==> config.mk <==
export PLATFORM = sky130hd
export DESIGN_NAME = dbg_cmd_decoder
export DESIGN_NICKNAME = d
export VERILOG_FILES = /design/src/rtl/dbg_cmd_pkg.sv /design/src/rtl/dbg_shift_path.sv /design/src/rtl/dbg_frame_decode.sv /design/src/rtl/dbg_reg_bank.sv /design/src/rtl/dbg_cmd_decoder.sv
export SDC_FILE = /design/constraint.sdc
export NUM_CORES = 1
export LEC_CHECK = 0
export ABC_CLOCK_PERIOD_IN_PS = 2500
export CORE_MARGIN = 2
export CORE_UTILIZATION = 52
export DETAILED_ROUTE_END_ITERATION = 16
export GPL_TIMING_DRIVEN = 1
export PLACE_DENSITY = 0.8
export SETUP_SLACK_MARGIN = 0.3
export SYNTH_ARGS = -nofsm -noshare
export SYNTH_HDL_FRONTEND = slang
export SYNTH_HIERARCHICAL = 1
export SYNTH_SLANG_ARGS = --single-unit
==> constraint.sdc <==
create_clock -name clk -period 2.5 [get_ports clk]
set_clock_uncertainty 0.15 [all_clocks]
set_input_delay 0.375 -clock clk [delete_from_list [all_inputs] [get_ports clk]]
set_output_delay 0.375 -clock clk [all_outputs]
set_load 0.1 [all_outputs]
==> src/rtl/dbg_cmd_pkg.sv <==
package dbg_cmd_pkg;
    localparam int OPC_W = 4;
    localparam int MOD_W = 2;

    typedef enum logic [MOD_W-1:0] {
        MOD_BUS    = 2'd0,
        MOD_CPU0   = 2'd1,
        MOD_CPU1   = 2'd2,
        MOD_SERIAL = 2'd3
    } mod_e;

    typedef enum logic [1:0] {
        BW_8  = 2'd0,
        BW_16 = 2'd1,
        BW_32 = 2'd2
    } burst_w_e;

    typedef enum logic [1:0] {
        ST_IDLE = 2'd0,
        ST_SCAN = 2'd1,
        ST_EXEC = 2'd2
    } scan_st_e;

    localparam logic [OPC_W-1:0] OP_NOP     = 4'h0;
    localparam logic [OPC_W-1:0] OP_REG_WR  = 4'h9;
    localparam logic [OPC_W-1:0] OP_IDX_SEL = 4'hD;
endpackage

==> src/rtl/dbg_shift_path.sv <==
module dbg_shift_path #(
    parameter int SR_W = 53,
    parameter int LD_W = 33
) (
    input  logic            clk,
    input  logic            rst_n,
    input  logic            load,
    input  logic [LD_W-1:0] load_val,
    input  logic            shift,
    input  logic            tdi,
    output logic [SR_W-1:0] frame,
    output logic            tdo
);
    logic [SR_W-1:0] sr_q;

    always_ff @(posedge clk or negedge rst_n) begin
        if (!rst_n) begin
            sr_q <= '0;
        end else if (load) begin
            sr_q <= {{(SR_W-LD_W){1'b0}}, load_val};
        end else if (shift) begin
            sr_q <= {tdi, sr_q[SR_W-1:1]};
        end
    end

    assign frame = sr_q;
    assign tdo   = sr_q[0];
endmodule

==> src/rtl/dbg_frame_decode.sv <==
module dbg_frame_decode
    import dbg_cmd_pkg::*;
#(
    parameter int SR_W   = 53,
    parameter int ADDR_W = 32,
    parameter int LEN_W  = 16,
    parameter int CTRL_W = 2,
    parameter int ERR_W  = 33
) (
    input  logic [SR_W-1:0]   frame,
    input  mod_e              cur_mod,
    output logic              is_sel,
    output mod_e              new_mod,
    output logic              is_idx,
    output logic              is_wr,
    output logic              idx_bit,
    output logic [CTRL_W-1:0] ctrl_data,
    output logic              err_clr_bit,
    output logic              is_burst,
    output logic              burst_wr,
    output burst_w_e          burst_w,
    output logic [ADDR_W-1:0] b_addr,
    output logic [LEN_W-1:0]  b_len
);
    localparam int TOP   = SR_W - 1;
    localparam int OPC_T = TOP - 1;
    localparam int IDX_P = OPC_T - OPC_W;
    localparam int DAT_T = IDX_P - 1;
    localparam int ERR_B = DAT_T - ERR_W + 1;

    logic [OPC_W-1:0] opc;
    logic             mod_cmd;

    always_comb begin
        opc         = frame[OPC_T -: OPC_W];
        new_mod     = mod_e'(frame[OPC_T -: MOD_W]);
        idx_bit     = frame[IDX_P];
        ctrl_data   = frame[DAT_T -: CTRL_W];
        err_clr_bit = frame[ERR_B];
        b_addr      = frame[IDX_P -: ADDR_W];
        b_len       = frame[LEN_W-1:0];
        is_sel      = frame[TOP];
        mod_cmd     = !frame[TOP] && (cur_mod != MOD_SERIAL);
        is_idx      = 1'b0;
        is_wr       = 1'b0;
        is_burst    = 1'b0;
        burst_wr    = 1'b0;
        burst_w     = BW_8;
        if (mod_cmd) begin
            case (opc)
                OP_IDX_SEL: is_idx = 1'b1;
                OP_REG_WR:  is_wr  = 1'b1;
                4'h1, 4'h2, 4'h3, 4'h5, 4'h6, 4'h7: begin
                    burst_wr = !opc[2];
                    burst_w  = burst_w_e'(2'(opc[1:0] - 2'd1));
                    is_burst = (cur_mod == MOD_BUS) || (opc[1:0] == 2'd3);
                end
                default: ;
            endcase
        end
    end
endmodule

==> src/rtl/dbg_reg_bank.sv <==
module dbg_reg_bank
    import dbg_cmd_pkg::*;
#(
    parameter int ADDR_W = 32,
    parameter int CTRL_W = 2,
    parameter int ERR_W  = 33
) (
    input  logic              clk,
    input  logic              rst_n,
    input  logic              exec,
    input  mod_e              cur_mod,
    input  logic              is_idx,
    input  logic              is_wr,
    input  logic              idx_bit,
    input  logic [CTRL_W-1:0] ctrl_data,
    input  logic              err_clr_bit,
    input  logic              err_report,
    input  logic [ADDR_W-1:0] err_addr_in,
    output logic [CTRL_W-1:0] cpu_ctrl,
    output logic [ERR_W-1:0]  rd_word
);
    logic              idx_bus_q;
    logic              idx_cpu_q;
    logic [CTRL_W-1:0] ctrl_q;
    logic              err_flag_q;
    logic [ADDR_W-1:0] err_addr_q;

    always_ff @(posedge clk or negedge rst_n) begin
        if (!rst_n) begin
            idx_bus_q  <= 1'b0;
            idx_cpu_q  <= 1'b0;
            ctrl_q     <= '0;
            err_flag_q <= 1'b0;
            err_addr_q <= '0;
        end else begin
            if (exec && is_idx) begin
                if (cur_mod == MOD_BUS)  idx_bus_q <= idx_bit;
                if (cur_mod == MOD_CPU0) idx_cpu_q <= idx_bit;
            end
            if (exec && is_wr && !idx_bit) begin
                if (cur_mod == MOD_BUS && err_clr_bit) err_flag_q <= 1'b0;
                if (cur_mod == MOD_CPU0)               ctrl_q     <= ctrl_data;
            end
            if (err_report && !err_flag_q) begin
                err_flag_q <= 1'b1;
                err_addr_q <= err_addr_in;
            end
        end
    end

    always_comb begin
        rd_word = '0;
        if (cur_mod == MOD_BUS && !idx_bus_q)
            rd_word = {err_addr_q, err_flag_q};
        else if (cur_mod == MOD_CPU0 && !idx_cpu_q)
            rd_word[CTRL_W-1:0] = ctrl_q;
    end

    assign cpu_ctrl = ctrl_q;
endmodule

==> src/rtl/dbg_cmd_decoder.sv <==
module dbg_cmd_decoder
    import dbg_cmd_pkg::*;
#(
    parameter int ADDR_W = 32,
    parameter int LEN_W  = 16,
    parameter int CTRL_W = 2
) (
    input  logic              clk,
    input  logic              rst_n,
    input  logic              tdi,
    input  logic              shift_en,
    input  logic              capture_en,
    input  logic              update_en,
    output logic              tdo,
    input  logic              err_report,
    input  logic [ADDR_W-1:0] err_addr_in,
    output logic [1:0]        mod_sel,
    output logic              cpu_stall,
    output logic              cpu_reset,
    output logic              burst_start,
    output logic              burst_write,
    output logic [1:0]        burst_width,
    output logic [ADDR_W-1:0] burst_addr,
    output logic [LEN_W-1:0]  burst_len
);
    localparam int SR_W  = 1 + OPC_W + ADDR_W + LEN_W;
    localparam int ERR_W = ADDR_W + 1;

    scan_st_e          state_q, state_d;
    mod_e              mod_q;
    logic [SR_W-1:0]   frame;
    logic [ERR_W-1:0]  rd_word;
    logic [CTRL_W-1:0] cpu_ctrl;
    logic              exec;
    logic              is_sel, is_idx, is_wr, idx_bit, err_clr_bit;
    logic              is_burst, b_wr;
    mod_e              new_mod;
    burst_w_e          b_w;
    logic [CTRL_W-1:0] ctrl_data;
    logic [ADDR_W-1:0] b_addr;
    logic [LEN_W-1:0]  b_len;

    // Scan phase register
    always_ff @(posedge clk or negedge rst_n) begin
        if (!rst_n) state_q <= ST_IDLE;
        else        state_q <= state_d;
    end

    always_comb begin
        state_d = state_q;
        unique case (state_q)
            ST_IDLE: begin
                if (update_en)                    state_d = ST_EXEC;
                else if (capture_en || shift_en)  state_d = ST_SCAN;
            end
            ST_SCAN: if (update_en) state_d = ST_EXEC;
            ST_EXEC: state_d = capture_en ? ST_SCAN : ST_IDLE;
        endcase
    end

    // Outputs of the scan phase
    always_comb begin
        exec        = (state_q == ST_EXEC);
        burst_start = exec && is_burst;
        burst_write = b_wr;
        burst_width = b_w;
        burst_addr  = b_addr;
        burst_len   = b_len;
        cpu_stall   = cpu_ctrl[0];
        cpu_reset   = cpu_ctrl[1];
        mod_sel     = mod_q;
    end

    always_ff @(posedge clk or negedge rst_n) begin
        if (!rst_n)                mod_q <= MOD_BUS;
        else if (exec && is_sel)   mod_q <= new_mod;
    end

    dbg_shift_path #(.SR_W(SR_W), .LD_W(ERR_W)) u_path (
        .clk(clk), .rst_n(rst_n), .load(capture_en), .load_val(rd_word),
        .shift(shift_en), .tdi(tdi), .frame(frame), .tdo(tdo)
    );

    dbg_frame_decode #(
        .SR_W(SR_W), .ADDR_W(ADDR_W), .LEN_W(LEN_W), .CTRL_W(CTRL_W), .ERR_W(ERR_W)
    ) u_dec (
        .frame(frame), .cur_mod(mod_q), .is_sel(is_sel), .new_mod(new_mod),
        .is_idx(is_idx), .is_wr(is_wr), .idx_bit(idx_bit), .ctrl_data(ctrl_data),
        .err_clr_bit(err_clr_bit), .is_burst(is_burst), .burst_wr(b_wr),
        .burst_w(b_w), .b_addr(b_addr), .b_len(b_len)
    );

    dbg_reg_bank #(.ADDR_W(ADDR_W), .CTRL_W(CTRL_W), .ERR_W(ERR_W)) u_regs (
        .clk(clk), .rst_n(rst_n), .exec(exec), .cur_mod(mod_q), .is_idx(is_idx),
        .is_wr(is_wr), .idx_bit(idx_bit), .ctrl_data(ctrl_data),
        .err_clr_bit(err_clr_bit), .err_report(err_report),
        .err_addr_in(err_addr_in), .cpu_ctrl(cpu_ctrl), .rd_word(rd_word)
    );
endmodule

* Word level (Yosys, flattened, before mapping)
Cells that the tools add are included.
** Operators by class
- Add/subtract/negate cells :: 1
- Equal/unequal tests :: 15
- Multiplexer cells :: 23
- Reductions and logical operators :: 29
** Operator list (count)
- $mux 53 :: 2
- $mux 31 :: 1
- $mux 2 :: 7
- $eq 4x3->1 const B :: 3
- $mux 1 :: 12
- $logic_and 1x1->1 :: 10
- $reduce_and 2->1 :: 5
- $eq 4x2->1 const B :: 2
- $eq 4x4->1 const B :: 2
- $logic_not 1->1 :: 6
- $pmux 2 s3 :: 1
- $reduce_bool 2->1 :: 3
- $reduce_or 6->1 :: 1
- $eq 2x1->1 const B :: 2
- $eq 2x2->1 const B :: 2
- $eq 4x1->1 const B :: 1
- $logic_not 2->1 :: 2
- $ne 2x2->1 const B :: 2
- $ne 3x3->1 const B :: 1
- $logic_or 1x1->1 :: 2
- $sub 2x1->2 const B :: 1
** Storage, ports and cells
- Register bits after elaboration :: 94
- Input bits :: 39
- Output and inout bits :: 57
- Logic and storage cells :: 76

* Logic depth before layout (Yosys ltp)
- Depth after elaboration :: 7
- Depth in mapped cells :: 7
- Gate-level depth less buffers :: 7

* Hierarchy
The synthesis kept the hierarchy.
** By module, submodules not included
- dbg_shift_path :: instances 1, cells each 208, area an instance 2372.3 um^2, sequential area each 1326.3 um^2
- dbg_reg_bank :: instances 1, cells each 126, area an instance 1650.3 um^2, sequential area each 925.9 um^2
- dbg_frame_decode :: instances 1, cells each 74, area an instance 530.5 um^2, sequential area each 0.0 um^2
- dbg_cmd_decoder :: instances 1, cells each 22, area an instance 249.0 um^2, sequential area each 100.1 um^2

* Least setup slack after synthesis
OpenSTA, ideal clock, no wires.
- Path kind :: register to output
- Start point :: register mod_q[0], in the netlist mod_sel[0]
- End point :: output port burst_width[0]
- Arrival time :: 2.577 ns
- Data required time :: 1.975 ns
- Slack :: -0.602 ns
- Cell stages (with the launch flop) :: 4
- Buffers on the path :: 0
- Cell sequence :: dfrtp_1 -> a211oi_2 -> o31ai_1 -> nor2_1
** Between the ends
- Longest elaborated chain between the ends :: 3
** Ends and longest elaborated chain
- start, declared :: line dbg_cmd_decoder.sv:30 : mod_e mod_q;
- start signal, assigned :: line dbg_cmd_decoder.sv:76 : else if (exec && is_sel) mod_q <= new_mod;
- $ne 2x2->1 :: line dbg_frame_decode.sv:43 : mod_cmd = !frame[TOP] && (cur_mod != MOD_SERIAL);
- $logic_and 1x1->1 :: line dbg_frame_decode.sv:43
- $mux 2 :: line dbg_frame_decode.sv:49 : if (mod_cmd) begin
- end, declared :: line dbg_cmd_decoder.sv:22 : output logic [1:0] burst_width,
Every way passes these cells.

* Final worst setup path
- Start point :: register u_path.sr_q[48], in the netlist u_path/frame[48]
- End point :: output port burst_write
** Between the ends
- Longest elaborated chain between the ends :: 4
- Elaborated cells on any way between the ends :: 9
- Classes of those cells :: eq/ne: 6; mux: 2; reduce/logical: 1
** Ends and longest elaborated chain
- start, declared :: line dbg_shift_path.sv:14 : logic [SR_W-1:0] sr_q;
- start signal, assigned :: line dbg_shift_path.sv:20 : sr_q <= {{(SR_W-LD_W){1'b0}}, load_val};
- start signal, assigned :: line dbg_shift_path.sv:22 : sr_q <= {tdi, sr_q[SR_W-1:1]};
- $eq 4x1->1, or another cell as far along :: line dbg_frame_decode.sv:50 : case (opc)
- $reduce_or 6->1 (*) :: line dbg_frame_decode.sv:50
- $mux 1 (*) :: line dbg_frame_decode.sv:50
- $mux 1 (*) :: line dbg_frame_decode.sv:49
- end, declared :: line dbg_cmd_decoder.sv:21 : output logic burst_write,
Mark *: on every way between the ends. The rest lies on a longest branch, timed or not.

==> results_dict.tcl <==
set metrics [dict create \
    status "completed" \
    multi_input_area_mm2 0.00192 \
    clk_pin_slew_worst_paths_ns 0.10 \
    critical_path.top_delay_family "buffers and inverters" \
    max_freq_mhz 449 \
    wirelength_um 9020 \
    die-area_mm2 0.0100 \
    setup_tns_ns 0 \
    critical_path.cell_chain "inv_2, ha_4, buf_6, o31ai_4, buf_6, nor2_4, buf_12" \
    final_nets 523 \
    rsz0062_at_grt "yes" \
    clk_latency_ns 0.36 \
    drive_gt1_share_pct 31.5 \
    clkPwrFrac_pct 16.3 \
    initial_core_util_pct 52.7 \
    critPathArrivalTime_ns 1.70 \
    avgSynthCellArea_um2 11.2 \
    worst_pin_slew_ns 0.587 \
    antenna_found_initial 0 \
    power.switching_mw 2.92 \
    power_frac_comb_pct 47.7 \
    place_ws_ns 0.419 \
    layout_commonest_cell "dfrtp_1" \
    seqPwrFrac_pct 36.0 \
    track_usage_pct 18.4 \
    fill_cells 759 \
    syn_area_mm2 0.00480 \
    viasPerCell 5.13 \
    cts-root-buf "clkbuf_8" \
    die_x_um 100 \
    area_growth_pct 17.8 \
    core_mm2 0.00911 \
    p_int_mw 3.26 \
    h-tree-depth 3 \
    worst-path-buf-inv 4 \
    wl_per_cell_um 15.2 \
    cpPeakStageDelay_ns 0.45 \
    portBuffers 95 \
    mostFrequentLayoutCells "dfrtp_1 (90), buf_4 (71), mux2i_1 (53)" \
    ant_nets 0 \
    swShare_pct 47.2 \
    boundaryPins 96 \
    leakagePower_nw 2.67 \
    diodes 0 \
    cts_tree "done" \
    cp_max_fo 5 \
    setup_ws_ns 0.271 \
    synth-seq-area-share_pct 49.0 \
    p_per_area_mw_per_mm2 1090 \
    hold_path_class "in -> reg" \
    drv_cap 0 \
    grt_overflow 0 \
    die_h_um 100 \
    cts_buffers 9 \
    worstRegToRegCells 7 \
    drv_slew 0 \
    hold_viol_final 0 \
    hold-path-cell-count 2 \
    crit_top_cell "buf_6" \
    drcViolationCount 0 \
    grt_pass1_wl_um 14300 \
    ir_drop_mv 0.933 \
    power_mw 6.18 \
    vias 3047 \
    path_depth 7 \
    rows 35 \
    dr.first_iter.drc_count 95 \
    synth.distinct_cells 32 \
    worstSetupPathType "reg -> out" \
    synth_cells 430 \
    hpwl_um 6200 \
    gp_congestion 0.781 \
    synth_seq_cells 94 \
    relSlewSlack_pct 60.9 \
    fin_hold_ws_ns 0.121 \
    cts_sinks 94 \
    setup_viol 0 \
    yosysWarnings 6 \
    cp_slowest_cell "dfrtp_2" \
    cp-start-kind "register" \
    worstSetupEndpointType "output port" \
    fin_crit_sh_pct 89.2 \
    grt_max_degree 43 \
    post-route-min-period_ns 2.23 \
    critPathRequiredTime_ns 1.98 \
    first_global_vias 3008 \
    synth_nets 475 \
    first_pass_iters 4 \
    regArea_mm2 0.00236 \
    cts_buffer_depth 2 \
]
area by class of cell:
class                      instances  share of cell area [%]
clock buffer                      10                    2.26
clock inverter                     6                    1.22
inverter                           7                   0.464
multi-input combinational        251                    33.9
sequential                        94                    41.7
tap                              111                    2.45
timing repair buffer             115                    18.0
power groups by stage:
stage | Sequential [mW] | Combinational (mW) | Clock, mW
detailed placement | 2.27 | 2.93 | 0
finish | 2.23 | 2.95 | 1.01
global route | 2.29 | 3.11 | 1.11
global placement | 2.25 | 2.88 | 0
CTS | 2.23 | 2.96 | 1.04
floorplan | 2.22 | 2.62 | 0
kinds of logic after synthesis:
family          Yosys count  share of synthesized area, %
fa+ha+maj                 6                          1.56
compound gates           45                          5.26
mux                      91                          20.0
buf+inv                  85                          12.9
simple gates            109                          11.3
flops                    94                          49.0
state kept, by name, summed over array words and instances (netlist names):
| name | count |
|---|---|
| state_q | 2 |
| u_regs/err_addr_q | 32 |
| mod_sel | 2 |
| u_regs/idx_cpu_q | 1 |
| u_regs/idx_bus_q | 1 |
| u_path/frame | 53 |
| u_regs/cpu_ctrl | 2 |
| u_regs/err_flag_q | 1 |
metrics by stage:
stage                     cell area, um2  instances  util [%]
after detailed placement            5330        568      58.5
after CTS                           5640        594      62.0
after global placement              5330        568      58.5
after global routing                5660        594      62.1
final                               5660        594      62.1
after floorplan                     4830        430         -
routing by layer:
| layer | GRT usage, % | share of wire (%) | vias up |
|---|---|---|---|
| li1 | - | - | 1483 |
| met4 | 6.95 | 1.2 | 0 |
| met5 | 0 | 0 | - |
| met2 | 30.2 | 49 | 79 |
| met3 | 5.29 | 5.0 | 7 |
| met1 | 23.2 | 44 | 1478 |
synthesized netlist by cell type:
library cell | instances | area [um2]
dfrtp_1 | 94 | 2350
buf_4 | 57 | 428
mux2i_1 | 53 | 531
mux2_2 | 38 | 428
nand2_1 | 35 | 131
and2_1 | 32 | 200
o21ai_1 | 30 | 150
nor2_1 | 29 | 109
buf_2 | 8 | 40.0
clkbuf_1 | 7 | 26.3
inv_1 | 7 | 26.3
ha_1 | 6 | 75.1
o21ai_0 | 6 | 30.0
buf_12 | 3 | 60.1
nor2b_1 | 3 | 18.8
nor3_1 | 3 | 15.0
a22oi_1 | 2 | 15.0
buf_8 | 2 | 30.0
nand3_1 | 2 | 10.0
a211oi_2 | 1 | 12.5
a21o_1 | 1 | 7.51
a21oi_1 | 1 | 5.00
a21oi_2 | 1 | 8.76
buf_6 | 1 | 11.3
nand3b_1 | 1 | 7.51
nand4b_1 | 1 | 8.76
nor3b_1 | 1 | 7.51
nor4b_4 | 1 | 23.8
o21a_1 | 1 | 7.51
o22a_1 | 1 | 8.76
o31ai_1 | 1 | 7.51
or4b_1 | 1 | 10.0
worst paths after layout:
check	start	endpoint	slack, ns
worst max-delay path	u_path/frame[48]	burst_write	0.27
worst min-delay path	capture_en	u_path/frame[45]	0.12
worst max register to register	mod_sel[0]	u_regs/err_flag_q	0.43
worst min register to register	u_regs/err_addr_q[8]	u_regs/err_addr_q[8]	0.35
max in group asynchronous	rst_n	u_regs/err_addr_q[7]	1.17
min in group asynchronous	rst_n	u_path/frame[27]	0.38
what timing repair did:
action	in CTS	in global routing
setup buffers	9	0
hold endpoints to repair	39	0
hold buffers	1	0
endpoints found under the setup margin	4	4
gates resized for setup	10	5
pin swaps	1	1
(Power assumes the default switching activity.)
